### config.mk
export PLATFORM = sky130hd
export DESIGN_NAME = march_bg_gen
export DESIGN_NICKNAME = d
export VERILOG_FILES = /design/src/rtl/march_bg_pkg.sv /design/src/rtl/march_bg_rst_sync.sv /design/src/rtl/march_bg_ring.sv /design/src/rtl/march_bg_polarity.sv /design/src/rtl/march_bg_compare.sv /design/src/rtl/march_bg_gen.sv
export SDC_FILE = /design/constraint.sdc
export NUM_CORES = 1
export LEC_CHECK = 0
export ABC_AREA = 1
export BUFFER_PORTS_ARGS = -buffer_cell sky130_fd_sc_hd__buf_2
export CORE_MARGIN = 2
export CORE_UTILIZATION = 55
export CTS_BUF_LIST = sky130_fd_sc_hd__clkbuf_8
export CTS_CLUSTER_SIZE = 14
export DETAILED_ROUTE_END_ITERATION = 6
export PLACE_DENSITY = 0.86
export SYNTH_ARGS = -nofsm -noshare
export SYNTH_HDL_FRONTEND = slang
export SYNTH_SLANG_ARGS = --single-unit
### constraint.sdc
create_clock -name clk -period 2.9 [get_ports clk]
set_input_delay 0.29 -clock clk [delete_from_list [all_inputs] [get_ports clk]]
set_output_delay 0.29 -clock clk [all_outputs]
set_load 0.1 [all_outputs]
### src/rtl/march_bg_pkg.sv
package march_bg_pkg;
  localparam int unsigned MBG_DEF_W = 8;

  typedef enum logic {
    POL_TRUE = 1'b0,
    POL_INV  = 1'b1
  } mbg_pol_e;
endpackage

### src/rtl/march_bg_rst_sync.sv
module march_bg_rst_sync #(
  parameter int unsigned STAGES = 2
) (
  input  logic clk,
  input  logic rst_n,
  output logic rst_sync_n
);
  logic [STAGES-1:0] sync_q;

  always_ff @(posedge clk or negedge rst_n) begin
    if (!rst_n) sync_q <= '0;
    else        sync_q <= {sync_q[STAGES-2:0], 1'b1};
  end

  assign rst_sync_n = sync_q[STAGES-1];
endmodule

### src/rtl/march_bg_ring.sv
module march_bg_ring #(
  parameter int unsigned W = march_bg_pkg::MBG_DEF_W
) (
  input  logic         clk,
  input  logic         rst_n,
  input  logic         restart_i,
  input  logic         step_i,
  output logic [W-1:0] bg_o,
  output logic         final_o
);
  localparam logic [W-1:0] FINAL_WORD = {1'b1, {(W-1){1'b0}}};

  logic [W-1:0] ring_q, ring_d;
  logic         ring_en;

  assign ring_en = restart_i | step_i;

  always_comb begin
    ring_d = ring_q;
    if (restart_i)   ring_d = '0;
    else if (step_i) ring_d = {ring_q[W-2:0], ~ring_q[W-1]};
  end

  always_ff @(posedge clk or negedge rst_n) begin
    if (!rst_n)       ring_q <= '0;
    else if (ring_en) ring_q <= ring_d;
  end

  assign bg_o    = ring_q;
  assign final_o = (ring_q == FINAL_WORD);

  // without a strobe the background holds
  p_hold_r2: assert property (@(posedge clk) disable iff (!rst_n)
    (!restart_i && !step_i) |=> $stable(bg_o));
  // a restart leaves all zeros
  p_restart_clear_r9: assert property (@(posedge clk) disable iff (!rst_n)
    restart_i |=> (bg_o == '0));
  // stepping from the final word wraps to zero
  p_wrap_r3: assert property (@(posedge clk) disable iff (!rst_n)
    (final_o && step_i && !restart_i) |=> (bg_o == '0));
  // each step changes exactly one bit
  p_one_bit_r2: assert property (@(posedge clk) disable iff (!rst_n)
    (step_i && !restart_i) |=> ($countones(bg_o ^ $past(bg_o)) == 1));
endmodule

### src/rtl/march_bg_polarity.sv
module march_bg_polarity #(
  parameter int unsigned W = march_bg_pkg::MBG_DEF_W
) (
  input  logic         pol_inv_i,
  input  logic [W-1:0] bg_i,
  output logic [W-1:0] wdata_o,
  output logic [W-1:0] expect_o
);
  import march_bg_pkg::*;

  mbg_pol_e pol;
  assign pol = mbg_pol_e'(pol_inv_i);

  always_comb begin
    unique case (pol)
      POL_INV: wdata_o = ~bg_i;
      default: wdata_o = bg_i;
    endcase
    expect_o = ~wdata_o;
  end

  // write word is the background or its complement
  always_comb begin
    a_pol_r5: assert ((wdata_o == bg_i) || (wdata_o == ~bg_i));
  end
endmodule

### src/rtl/march_bg_compare.sv
module march_bg_compare #(
  parameter int unsigned W = march_bg_pkg::MBG_DEF_W
) (
  input  logic         clk,
  input  logic         rst_n,
  input  logic         restart_i,
  input  logic         chk_en_i,
  input  logic [W-1:0] rdata_i,
  input  logic [W-1:0] expect_i,
  output logic         miscompare_o,
  output logic         fail_o
);
  logic [W-1:0] diff;
  logic         any_diff;
  logic         fail_q, fail_d, fail_en;

  for (genvar b = 0; b < W; b++) begin : g_bit
    assign diff[b] = rdata_i[b] ^ expect_i[b];
  end

  assign any_diff     = |diff;
  assign miscompare_o = chk_en_i & any_diff;

  assign fail_en = restart_i | miscompare_o;

  always_comb begin
    fail_d = fail_q;
    if (restart_i)         fail_d = 1'b0;
    else if (miscompare_o) fail_d = 1'b1;
  end

  always_ff @(posedge clk or negedge rst_n) begin
    if (!rst_n)       fail_q <= 1'b0;
    else if (fail_en) fail_q <= fail_d;
  end

  assign fail_o = fail_q;

  // no flag without the qualifier
  p_gate_r7: assert property (@(posedge clk) disable iff (!rst_n)
    !chk_en_i |-> !miscompare_o);
  // fail sets after a qualified miscompare
  p_fail_set_r8: assert property (@(posedge clk) disable iff (!rst_n)
    (miscompare_o && !restart_i) |=> fail_o);
  // fail is sticky until restart
  p_fail_sticky_r8: assert property (@(posedge clk) disable iff (!rst_n)
    (fail_o && !restart_i) |=> fail_o);
  // restart clears fail
  p_fail_clear_r9: assert property (@(posedge clk) disable iff (!rst_n)
    restart_i |=> !fail_o);
endmodule

### src/rtl/march_bg_gen.sv
module march_bg_gen #(
  parameter int unsigned W = march_bg_pkg::MBG_DEF_W
) (
  input  logic         clk,
  input  logic         rst_n,
  input  logic         restart_i,
  input  logic         bg_step_i,
  input  logic         pol_inv_i,
  input  logic         chk_en_i,
  input  logic [W-1:0] rdata_i,
  output logic [W-1:0] wdata_o,
  output logic         miscompare_o,
  output logic         bg_final_o,
  output logic         fail_o
);
  logic         rst_sync_n;
  logic [W-1:0] bg;
  logic [W-1:0] expect_word;

  march_bg_rst_sync #(.STAGES(2)) u_rst (
    .clk       (clk),
    .rst_n     (rst_n),
    .rst_sync_n(rst_sync_n)
  );

  march_bg_ring #(.W(W)) u_ring (
    .clk      (clk),
    .rst_n    (rst_sync_n),
    .restart_i(restart_i),
    .step_i   (bg_step_i),
    .bg_o     (bg),
    .final_o  (bg_final_o)
  );

  march_bg_polarity #(.W(W)) u_pol (
    .pol_inv_i(pol_inv_i),
    .bg_i     (bg),
    .wdata_o  (wdata_o),
    .expect_o (expect_word)
  );

  march_bg_compare #(.W(W)) u_cmp (
    .clk         (clk),
    .rst_n       (rst_sync_n),
    .restart_i   (restart_i),
    .chk_en_i    (chk_en_i),
    .rdata_i     (rdata_i),
    .expect_i    (expect_word),
    .miscompare_o(miscompare_o),
    .fail_o      (fail_o)
  );

  // with the qualifier high, a read equal to the complement of the write word never flags
  p_match_r6: assert property (@(posedge clk) disable iff (!rst_sync_n)
    (chk_en_i && (rdata_i == ~wdata_o)) |-> !miscompare_o);
  // the final flag needs the MSB set
  p_final_r4: assert property (@(posedge clk) disable iff (!rst_sync_n)
    bg_final_o |-> ((pol_inv_i ? ~wdata_o[W-1] : wdata_o[W-1]) == 1'b1));
endmodule

==> key figures <==
Run status
  • Status: finished, final reports clean

GRT
  • GR Overflow Total: 0
  • First-pass GRT wire length: 2635 um
  • Gr usage total: 25.29%
  • Vias in the first global route: 669
  • Antenna violations before repair: 0
  • Largest net degree at the start of global routing: 12

Cells and area
  • Fin util: 71.76%
  • Fin cells: 159
  • P&R area growth vs syn: 24.07%
  • Nets: between 150 and 200
  • Fillers: 108
  • Design area: 922.1 um2
  • Share of cells above drive strength 1: 25.00%
  • Antenna fix cells: 0
  • Commonest non-fill, non-tap cell in the layout: nand2_1
  • Commonest cells after routing, fill and taps aside: nand2_1, buf_2, inv_1

Synthesis
  • Synth Cell Area: around 740 um2
  • Mapped Avg Cell Area: 6.352 um2
  • Cells after Synth: approximately 120
  • Register area share after synthesis: 37.04%
  • Netlist cell types: 14
  • Post-Syn Nets: 131
  • #FFs+latches synth: 11
  • Yosys top cell by area: dfrtp_1
  • YS warnings: 0
  • Top-area cell type share of the netlist area: 37.04%
  • Synth area leaders: dfrtp_1, nand2_1, nand3_1

Die
  • Core Rows: 13
  • Ports: 25
  • Die X: 40.76 um
  • Core area: 0.001285 mm2
  • Initial Utilization: 57.84%
  • Height of the die: around 41 um
  • Die area: 0.001661 mm2

Timing
  • Final Cycle Share: 67.45%
  • Final hold violation count: 0
  • WHS: 150.7 ps
  • Fmax: approximately 510 MHz
  • Final setup margin: ~940 ps
  • Clock skew: 4.341 ps
  • Fin. max-slew vios: 0
  • Setup violations, final: 0
  • Setup TNS: 0 ps
  • RSZ-0062 raised after global routing: no
  • Final Critical Period: roughly 2000 ps

Pwr
  • Combinational power share: about 30%
  • Int Power: 0.2801 mW
  • Clock power frac: 33.9%
  • Total power: around 0.45 mW
  • Switching share of total power: 38.15%
  • Power per Cell Area: 491.1 mW/mm2
  • P_leak: 0.5375 nW
  • Max VDD drop: 0.4716 mV
  • Seq pwr share: 36.1%
  • Sw Pwr: between 0.15 and 0.2 mW

Route
  • Iter 0 DRT Violations: 23
  • Drt pass-1 iters: 4
  • Via density: 5.019
  • DRC Markers: 0
  • Routed WL per cell: between 10 and 15 um
  • Vias: 798
  • Final WL: 1713 um
  • Antenna Nets Post-Route: 0

CTS
  • Clk Latency, worst-skew pair: 240 ps
  • Clock transition at path regs: ~50 ps
  • Clk buf depth: 2
  • Post-CTS Repair Setup Buffers: 0
  • CTS H-tree lvls: 1
  • CTS Sinks: 11
  • Post-cts resize count: 0
  • CTS Buf Count: 3
  • CTS tree: done
  • # hold bufs at CTS: 1
  • Root Buffer: clkbuf_8

Critical path
  • Critical Path Start Type: register
  • CP Class: register to output port
  • Worst Path Required: around 2600 ps
  • R2r worst-path depth: 10
  • CP max FO: 3
  • CP endpoint kind: output port
  • CP arrival: approximately 1700 ps

Placement
  • Placed Area: 867.1 um2
  • Placed cell count: 154
  • Setup WS pre-CTS: 1020 ps
  • Hpwl dp: 1340 um
  • PortBufs: 24
  • Final Wtd Congestion: 0.8262

Flow run
  • Max-cap violations: 0

Min path
  • HP Class: register to asynchronous set/reset pin
[power by group through the flow]
stage | Sequential, mW | Clock, mW | Combinational, mW
2_1_floorplan | 0.172 | 0 | 0.101
3_3_place_gp | 0.166 | 0 | 0.131
3_5_place_dp | 0.166 | 0 | 0.134
4_1_cts | 0.164 | 0.156 | 0.136
5_1_grt | 0.164 | 0.160 | 0.147
6_report | 0.163 | 0.154 | 0.136
[final cells by class]
type | instances | area, um2 | share of cell area, %
multi-input combinational | 82 | 370.4 | 40.16
sequential | 11 | 275.3 | 29.85
timing repair buffer | 25 | 130.1 | 14.11
inverter | 22 | 82.58 | 8.955
clock buffer | 3 | 41.29 | 4.478
tap | 15 | 18.77 | 2.035
clock inverter | 1 | 3.754 | 0.4071
[Yosys cell counts]
| cell | number |
|---|---|
| inv_1 | 21 |
| conb_1 | 1 |
| o21ai_0 | 8 |
| buf_6 | 1 |
| dfrtp_1 | 11 |
| nand3b_1 | 1 |
| a21oi_2 | 1 |
| nand4_1 | 2 |
| clkbuf_1 | 1 |
| nor2_1 | 4 |
| nand2_1 | 41 |
| nand3_1 | 17 |
| nand2_2 | 7 |
| inv_2 | 1 |
[state kept, by name, summed over array words and instances (netlist names)]
signal        cells
u_rst.sync_q      2
u_cmp.fail_o      1
u_ring.bg_o       8
[routing by layer]
| metal | global-route usage, % | vias to the layer above | wire length [um] |
|---|---|---|---|
| met1 | 28.23 | 357 | 715 |
| li1 | - | 411 | - |
| met2 | 42.46 | 24 | 866 |
| met5 | 0 | - | 0 |
| met3 | 7.065 | 6 | 94 |
| met4 | 15.00 | 0 | 36 |
[worst max-delay path, cell delays in order, from the launching register on]
cell and delay, ps:
dfrtp_1 390, inv_1 110, nand2_1 110, nand3_1 90
nand2_1 60, nand2_1 60, nor2_1 40, nand2_1 60
nand2_2 50, inv_1 40, buf_2 410
[path summary, 6_finish.rpt]
path | start | endpoint | slack [ps]
max reg2reg | u_ring.bg_o[4] | u_cmp.fail_o | 1660
max in group asynchronous | rst_n | u_rst.sync_q[1] | 2450
min | u_rst.sync_q[1] | u_cmp.fail_o | 150
min reg2reg | u_rst.sync_q[1] | u_cmp.fail_o | 150
min in group clk | restart_i | u_cmp.fail_o | 230
max | u_ring.bg_o[1] | miscompare_o | 940
[cell families (layout without fill, tap and decap cells)]
| logic type | count (synthesis) | after routing | synth area share, % |
|---|---|---|---|
| buffers and inverters | 24 | 51 | 13.13 |
| AND/OR/NAND/NOR | 72 | 72 | 42.76 |
| other | 1 | 1 | 0.5046 |
| flip-flops | 11 | 11 | 37.04 |
| AO/OA/AOI/OAI | 9 | 9 | 6.566 |
Power figures use the tool's default switching activity.
